===== config.mk =====
export PLATFORM = sky130hd
export DESIGN_NAME = bitmap_chr_remap
export DESIGN_NICKNAME = d
export VERILOG_FILES = /design/src/rtl/bmr_pkg.sv /design/src/rtl/bmr_edge.sv /design/src/rtl/bmr_capture.sv /design/src/rtl/bmr_mux.sv /design/src/rtl/bitmap_chr_remap.sv
export SDC_FILE = /design/constraint.sdc
export NUM_CORES = 1
export LEC_CHECK = 0
export ABC_AREA = 0
export BUFFER_PORTS_ARGS = -buffer_cell sky130_fd_sc_hd__buf_4
export CAP_MARGIN = 20
export CORE_AREA = 2 2 39 41
export CTS_BUF_LIST = sky130_fd_sc_hd__clkbuf_2 sky130_fd_sc_hd__clkbuf_4 sky130_fd_sc_hd__clkbuf_8
export CTS_CLUSTER_DIAMETER = 40
export DETAILED_ROUTE_END_ITERATION = 16
export DIE_AREA = 0 0 41 43
export PLACE_DENSITY = 0.77
export SYNTH_ARGS = -nofsm -noshare
export SYNTH_HDL_FRONTEND = slang
export SYNTH_HIERARCHICAL = 1
export SYNTH_SLANG_ARGS = --single-unit

===== constraint.sdc =====
create_clock -name clk -period 1.2 [get_ports clk]
set_input_delay 0.12 -clock clk [delete_from_list [all_inputs] [get_ports clk]]
set_output_delay 0.12 -clock clk [all_outputs]
set_load 0.005 [all_outputs]

===== src/rtl/bmr_pkg.sv =====
package bmr_pkg;
  // Bits captured at the nametable edge, held for the pattern fetch
  typedef struct packed {
    logic hi;  // copy of the row-select source bit
    logic lo;  // copy of the column-select source bit
  } bmr_latch_t;
endpackage


===== src/rtl/bmr_edge.sv =====
module bmr_edge (
  input  logic clk,
  input  logic rst,
  input  logic sel_in,
  output logic rise
);
  logic prev_q;

  always_ff @(posedge clk) begin
    if (rst) prev_q <= 1'b0;
    else     prev_q <= sel_in;
  end

  assign rise = sel_in & ~prev_q;


  rise_once_chk: assert property (@(posedge clk) disable iff (rst)
    rise |=> !rise);
endmodule


===== src/rtl/bmr_capture.sv =====
module bmr_capture
  import bmr_pkg::*;
(
  input  logic       clk,
  input  logic       rst,
  input  logic       rise,
  input  logic       lo_in,
  input  logic       hi_in,
  output bmr_latch_t held
);
  always_ff @(posedge clk) begin
    if (rst) held <= '0;
    else if (rise) begin
      held.lo <= lo_in;
      held.hi <= hi_in;
    end
  end


  capture_chk: assert property (@(posedge clk) disable iff (rst)
    rise |=> (held.lo == $past(lo_in)) && (held.hi == $past(hi_in)));

  hold_chk: assert property (@(posedge clk) disable iff (rst)
    !rise |=> $stable(held));
endmodule


===== src/rtl/bmr_mux.sv =====
module bmr_mux
  import bmr_pkg::*;
#(
  parameter int CHR_W   = 13,
  parameter int REPL_LO = 3,
  parameter int REPL_HI = 12
) (
  input  logic             clk,
  input  logic             rst,
  input  logic             bitmap_en,
  input  logic             nt_sel,
  input  logic [CHR_W-1:0] addr_in,
  input  bmr_latch_t       held,
  output logic [CHR_W-1:0] chr_q
);
  logic             remap;
  logic [CHR_W-1:0] next_addr;

  assign remap = bitmap_en & ~nt_sel;

  for (genvar b = 0; b < CHR_W; b++) begin : g_bit
    if (b == REPL_LO) begin : g_lo
      assign next_addr[b] = remap ? held.lo : addr_in[b];
    end else if (b == REPL_HI) begin : g_hi
      assign next_addr[b] = remap ? held.hi : addr_in[b];
    end else begin : g_pass
      assign next_addr[b] = addr_in[b];
    end
  end

  always_ff @(posedge clk) begin
    if (rst) chr_q <= '0;
    else     chr_q <= next_addr;
  end


  nt_pass_chk: assert property (@(posedge clk) disable iff (rst)
    nt_sel |=> (chr_q[REPL_LO] == $past(addr_in[REPL_LO])) &&
               (chr_q[REPL_HI] == $past(addr_in[REPL_HI])));

  normal_pass_chk: assert property (@(posedge clk) disable iff (rst)
    (!bitmap_en && !nt_sel) |=> (chr_q[REPL_LO] == $past(addr_in[REPL_LO])) &&
                                (chr_q[REPL_HI] == $past(addr_in[REPL_HI])));

  bitmap_sub_chk: assert property (@(posedge clk) disable iff (rst)
    (bitmap_en && !nt_sel) |=> (chr_q[REPL_LO] == $past(held.lo)) &&
                               (chr_q[REPL_HI] == $past(held.hi)));

  other_bits_chk: assert property (@(posedge clk) disable iff (rst)
    1'b1 |=> ((chr_q ^ $past(addr_in)) &
              ~((CHR_W)'(1) << REPL_LO) & ~((CHR_W)'(1) << REPL_HI)) == '0);
endmodule


===== src/rtl/bitmap_chr_remap.sv =====
module bitmap_chr_remap
  import bmr_pkg::*;
#(
  parameter int PPU_W   = 14,
  parameter int SRC_LO  = 0,
  parameter int SRC_HI  = 9,
  parameter int REPL_LO = 3,
  parameter int REPL_HI = 12
) (
  input  logic             clk,
  input  logic             rst,
  input  logic             bitmap_en,
  input  logic [PPU_W-1:0] ppu_addr,
  output logic [PPU_W-2:0] chr_addr
);
  localparam int CHR_W  = PPU_W - 1;
  localparam int NT_BIT = PPU_W - 1;

  logic       nt_rise;
  bmr_latch_t held;

  bmr_edge i_edge (
    .clk    (clk),
    .rst    (rst),
    .sel_in (ppu_addr[NT_BIT]),
    .rise   (nt_rise)
  );

  bmr_capture i_capture (
    .clk   (clk),
    .rst   (rst),
    .rise  (nt_rise),
    .lo_in (ppu_addr[SRC_LO]),
    .hi_in (ppu_addr[SRC_HI]),
    .held  (held)
  );

  bmr_mux #(
    .CHR_W   (CHR_W),
    .REPL_LO (REPL_LO),
    .REPL_HI (REPL_HI)
  ) i_mux (
    .clk       (clk),
    .rst       (rst),
    .bitmap_en (bitmap_en),
    .nt_sel    (ppu_addr[NT_BIT]),
    .addr_in   (ppu_addr[CHR_W-1:0]),
    .held      (held),
    .chr_q     (chr_addr)
  );


  reset_zero_chk: assert property (@(posedge clk)
    rst |=> (chr_addr == '0) && (held == '0));
endmodule


Yosys cells after proc, flatten, opt, wreduce, memory -nomap -nowiden
Cells that the tools add are included. Widths: inputs -> output; s select.

Register bits after elaboration: 16. Bits in latches: 0. Bits in writable memories: 0. ROM bits: 0. Input bits: 17. Output and inout bits: 13. Word-level logic and storage cells: 10. Memories: 0.

$add $sub $neg: 0. $mul: 0. Div/mod/pow operators: 0. $lt $le $gt $ge: 0. Equality and inequality tests: 0. Shifts and indexed selects: 0. Muxes and demuxes: 2. Bitwise operators: 4. Reductions and logical operators: 0.

Operators with widths (count): $and 1x1->1 (2); $mux 1 (2); $not 1->1 (2).

Depth between registers and ports, before layout
Word-level depth: 3. Mapped depth: 3. Gate-level depth less buffers: 3.

Cells and area by module
The synthesis kept the hierarchy.

By module, submodules not included: bmr_mux (times used 1, cells an instance 32, area each 416.6 sq um, sequential area each 260.2 sq um); bmr_capture (times used 1, cells an instance 6, area each 67.6 sq um, sequential area each 40.0 sq um); bmr_edge (times used 1, cells an instance 3, area each 47.5 sq um, sequential area each 20.0 sq um).

Worst setup path after synthesis
Ideal clock, no wire load.

Kind: reg-to-reg. Start: register i_edge.prev_q. End: register i_capture/held[0] (netlist name). Setup time: 0.114 ns. Arrival: 0.640 ns. Required time: 1.086 ns. Path slack: 0.445 ns. Cell stages (with the launch flop): 4. Path buffers: 0. Clock period less this slack: 0.755 ns. Cell sequence: dfxtp_1 -> nor2b_4 -> mux2i_1 -> nor2_1.

Longest elaborated chain between the ends: 2.

Ends and longest elaborated chain: from (decl) (line bmr_edge.sv:7) `logic prev_q;`; from (signal assigned) (line bmr_edge.sv:11) `else prev_q <= sel_in;`; $not 1->1 (line bmr_edge.sv:14) `assign rise = sel_in & ~prev_q;`; $and 1x1->1 (line bmr_edge.sv:14); via nt_rise (line bitmap_chr_remap.sv:19) `logic nt_rise;`.

The timed path passes the listed nets, and every way through them passes these cells. A chain may end at the register's enable or synchronous reset.

Worst setup path in the final report
Start: register i_edge.prev_q. End: register i_capture/held[1] (netlist name).

Longest elaborated chain between the ends: 2.

Ends and longest elaborated chain (line): $not 1->1 (bmr_edge.sv:14); $and 1x1->1 (bmr_edge.sv:14); via nt_rise (bitmap_chr_remap.sv:19).

The timed path passes the listed nets, and every way through them passes these cells.

==> flow_metrics.env <==
export IMPL_status="completed"
export IMPL_wire_per_inst_um=10.3
export IMPL_place_area_um2=758
export IMPL_antenna_found_initial=0
export IMPL_die_w_um=41
export IMPL_cts_htree_levels=1
export IMPL_clk_pin_slew_ns=0.09
export IMPL_tns_ns=0
export IMPL_io_buffers=29
export IMPL_ys_warn_count=6
export IMPL_drtAntennaViolNets=0
export IMPL_r2r_end="i_capture/held[1]$_SDFFE_PP0P_"
export IMPL_start_kind="register"
export IMPL_wirelength_um=913
export IMPL_grt_usage=0.120
export IMPL_synthDistinctLibCells=10
export IMPL_crit_slowest_cell="dfxtp_1"
export IMPL_powerDensity_mw_per_mm2=1310
export IMPL_cp_required_ns=1.37
export IMPL_syn_instance_count=41
export IMPL_slew_headroom=0.836
export IMPL_core_area_mm2=0.00138
export IMPL_rows=14
export IMPL_grt_pass1_wl_um=1330
export IMPL_path_max_fanout=2
export IMPL_worst_slew_pin_slew_ns=0.247
export IMPL_r2r_start="i_edge/prev_q$_SDFF_PP0_"
export IMPL_syn_cell_area_um2=532
export IMPL_gp_congestion=0.562
export IMPL_rsz0062_at_grt="false"
export IMPL_postCtsHoldBufs=0
export IMPL_slowest_delay_ns=0.33
export IMPL_worst_setup_path_end_kind="register"
export IMPL_holdPathStages=2
export IMPL_grt_max_degree=19
export IMPL_clk_latency_ns=0.28
export IMPL_cts_path_max_buffers=2
export IMPL_crit_path_start="i_edge/prev_q$_SDFF_PP0_"
export IMPL_drc=0
export IMPL_final_layout_size_suffix_gt1_frac=0.616
export IMPL_critical_path_cell_chain="nor2b_4 > mux2i_1 > nor2_1"
export IMPL_synth_top_area_cell="dfxtp_1"
export IMPL_nNetsFinal=91
export IMPL_setup_ws_ns=0.358
export IMPL_dieArea_mm2=0.00176
export IMPL_ff2ff_path_depth=3
export IMPL_die_y_um=43
export IMPL_pin_count=30
export IMPL_timing_worst_setup_path_type="reg -> reg"
export IMPL_start_util=0.384
export IMPL_placed_cells=85
export IMPL_ir_drop_mv=0.781
export IMPL_cts_num_sinks=16
export IMPL_cap_viol_max_count=0
export IMPL_cts_buffers_inserted=3
export IMPL_fill_cells=128
export IMPL_final_cells=89
export IMPL_synth_top_area_frac=0.602
export IMPL_max_freq_ghz=1.19
export IMPL_setup_viol=0
export IMPL_arrival_ns=1.01
export IMPL_hp_class="in -> reg"
export IMPL_fin_total_pwr_mw=1.04
export IMPL_synthTopCellsByArea="dfxtp_1 (60%), nor2b_2 (16%), nor2b_4 (5.2%), nand4bb_1 (4.2%), mux2i_1 (3.8%)"
export IMPL_final_hold_viol_count=0
export IMPL_post_cts_buffers=0
export IMPL_fin_util=0.574
export IMPL_regToRegSetupSlack_ns=0.36
export IMPL_finClkSkew_ns=0.000151
export IMPL_dr_pass1_iters=3
export IMPL_vias_per_cell=4.39
export IMPL_ys_ff_latch=16
export IMPL_ys_seq_area_frac=0.602
export IMPL_dr_first_iter_drc_count=5
export IMPL_cts_root_buf="clkbuf_4"
export IMPL_leakage_nw=0.374
export IMPL_final_max_slew_viol_count=0
export IMPL_route_vias_total=391
export IMPL_fin_hold_ws_ns=0.0449
export IMPL_fin_crit_sh=0.702
export IMPL_grt_pass1_vias=345
export IMPL_layout_min_cycle_time_ns=0.842
export IMPL_worstSetupEndpoint="i_capture/held[1]$_SDFFE_PP0P_"
export IMPL_dp_hpwl_um=701
export IMPL_avgSynthCellArea_um2=13.0
export IMPL_postCtsResizedCells=0
export IMPL_syn_nets=58
export IMPL_dpl_worst_slack_ns=0.365
export IMPL_stdcell_area_um2=795
export IMPL_cts_tree="yes"
export IMPL_diodes=0
export IMPL_syn_to_final_growth_pct=49.4
export IMPL_gr_total_overflow=0
-- where the power goes --
group	internal, mW	switching, mW
Clock	0.184	0.158
Combinational	0.0893	0.0424
Sequential	0.560	0.00915
Total	0.834	0.209
-- cells in the final DEF (no fill, tap or decap), drive strengths merged --
cell | synthesis | layout
nand4bb | 2 | 2
nand2b | 2 | 2
mux2i | 2 | 2
nor2 | 2 | 2
nor2b | 14 | 14
buf | 1 | 29
dfxtp | 16 | 16
clkbuf | 0 | 4
o21ai | 2 | 2
-- synth_stat cells (all sizes together) --
| master | instances |
|---|---|
| o21ai | 2 |
| nor2 | 2 |
| buf | 1 |
| nand4bb | 2 |
| mux2i | 2 |
| dfxtp | 16 |
| nor2b | 14 |
| nand2b | 2 |
-- layout make-up --
class,count,area (µm²),area share
timing repair buffer,29,218,0.274
sequential,16,320,0.403
multi-input combinational,24,200,0.252
clock buffer,4,36.3,0.0457
tap,16,20.0,0.0252
-- flip-flops by register name, summed over array words and instances (netlist names) --
register        cells
i_capture/held      2
i_edge/prev_q       1
i_mux/chr_q        13
-- worst min-delay path by stage --
stage	startpoint	endpoint	slack, ns
floorplan	rst	i_edge/prev_q$_SDFF_PP0_	0.18
global placement	ppu_addr[11]	i_mux/chr_q[11]$_SDFF_PP0_	0.33
detailed placement	ppu_addr[1]	i_mux/chr_q[1]$_SDFF_PP0_	0.33
CTS	ppu_addr[6]	i_mux/chr_q[6]$_SDFF_PP0_	0.03
global route	ppu_addr[6]	i_mux/chr_q[6]$_SDFF_PP0_	0.03
finish	ppu_addr[4]	i_mux/chr_q[4]$_SDFF_PP0_	0.04
-- worst max-delay path: cells and delay by family (launching register included) --
family           cells  cell delay, ns
DFF                  1            0.33
muxes                1            0.21
and+or+nand+nor      2            0.19
-- metal layers --
metal | track usage | part of all wire
met1 | 0.113 | 0.39
met2 | 0.203 | 0.50
met3 | 0.0366 | 0.11
met4 | 0.0800 | 0.0044
met5 | 0 | 0
-- kinds of logic after synthesis --
group / synth area share
buffers and inverters: 0.0212
multiplexers: 0.0376
AO/OA/AOI/OAI: 0.0188
AND/OR/NAND/NOR: 0.320
flip-flops: 0.602
No activity file was read; power rests on OpenSTA's default activity.
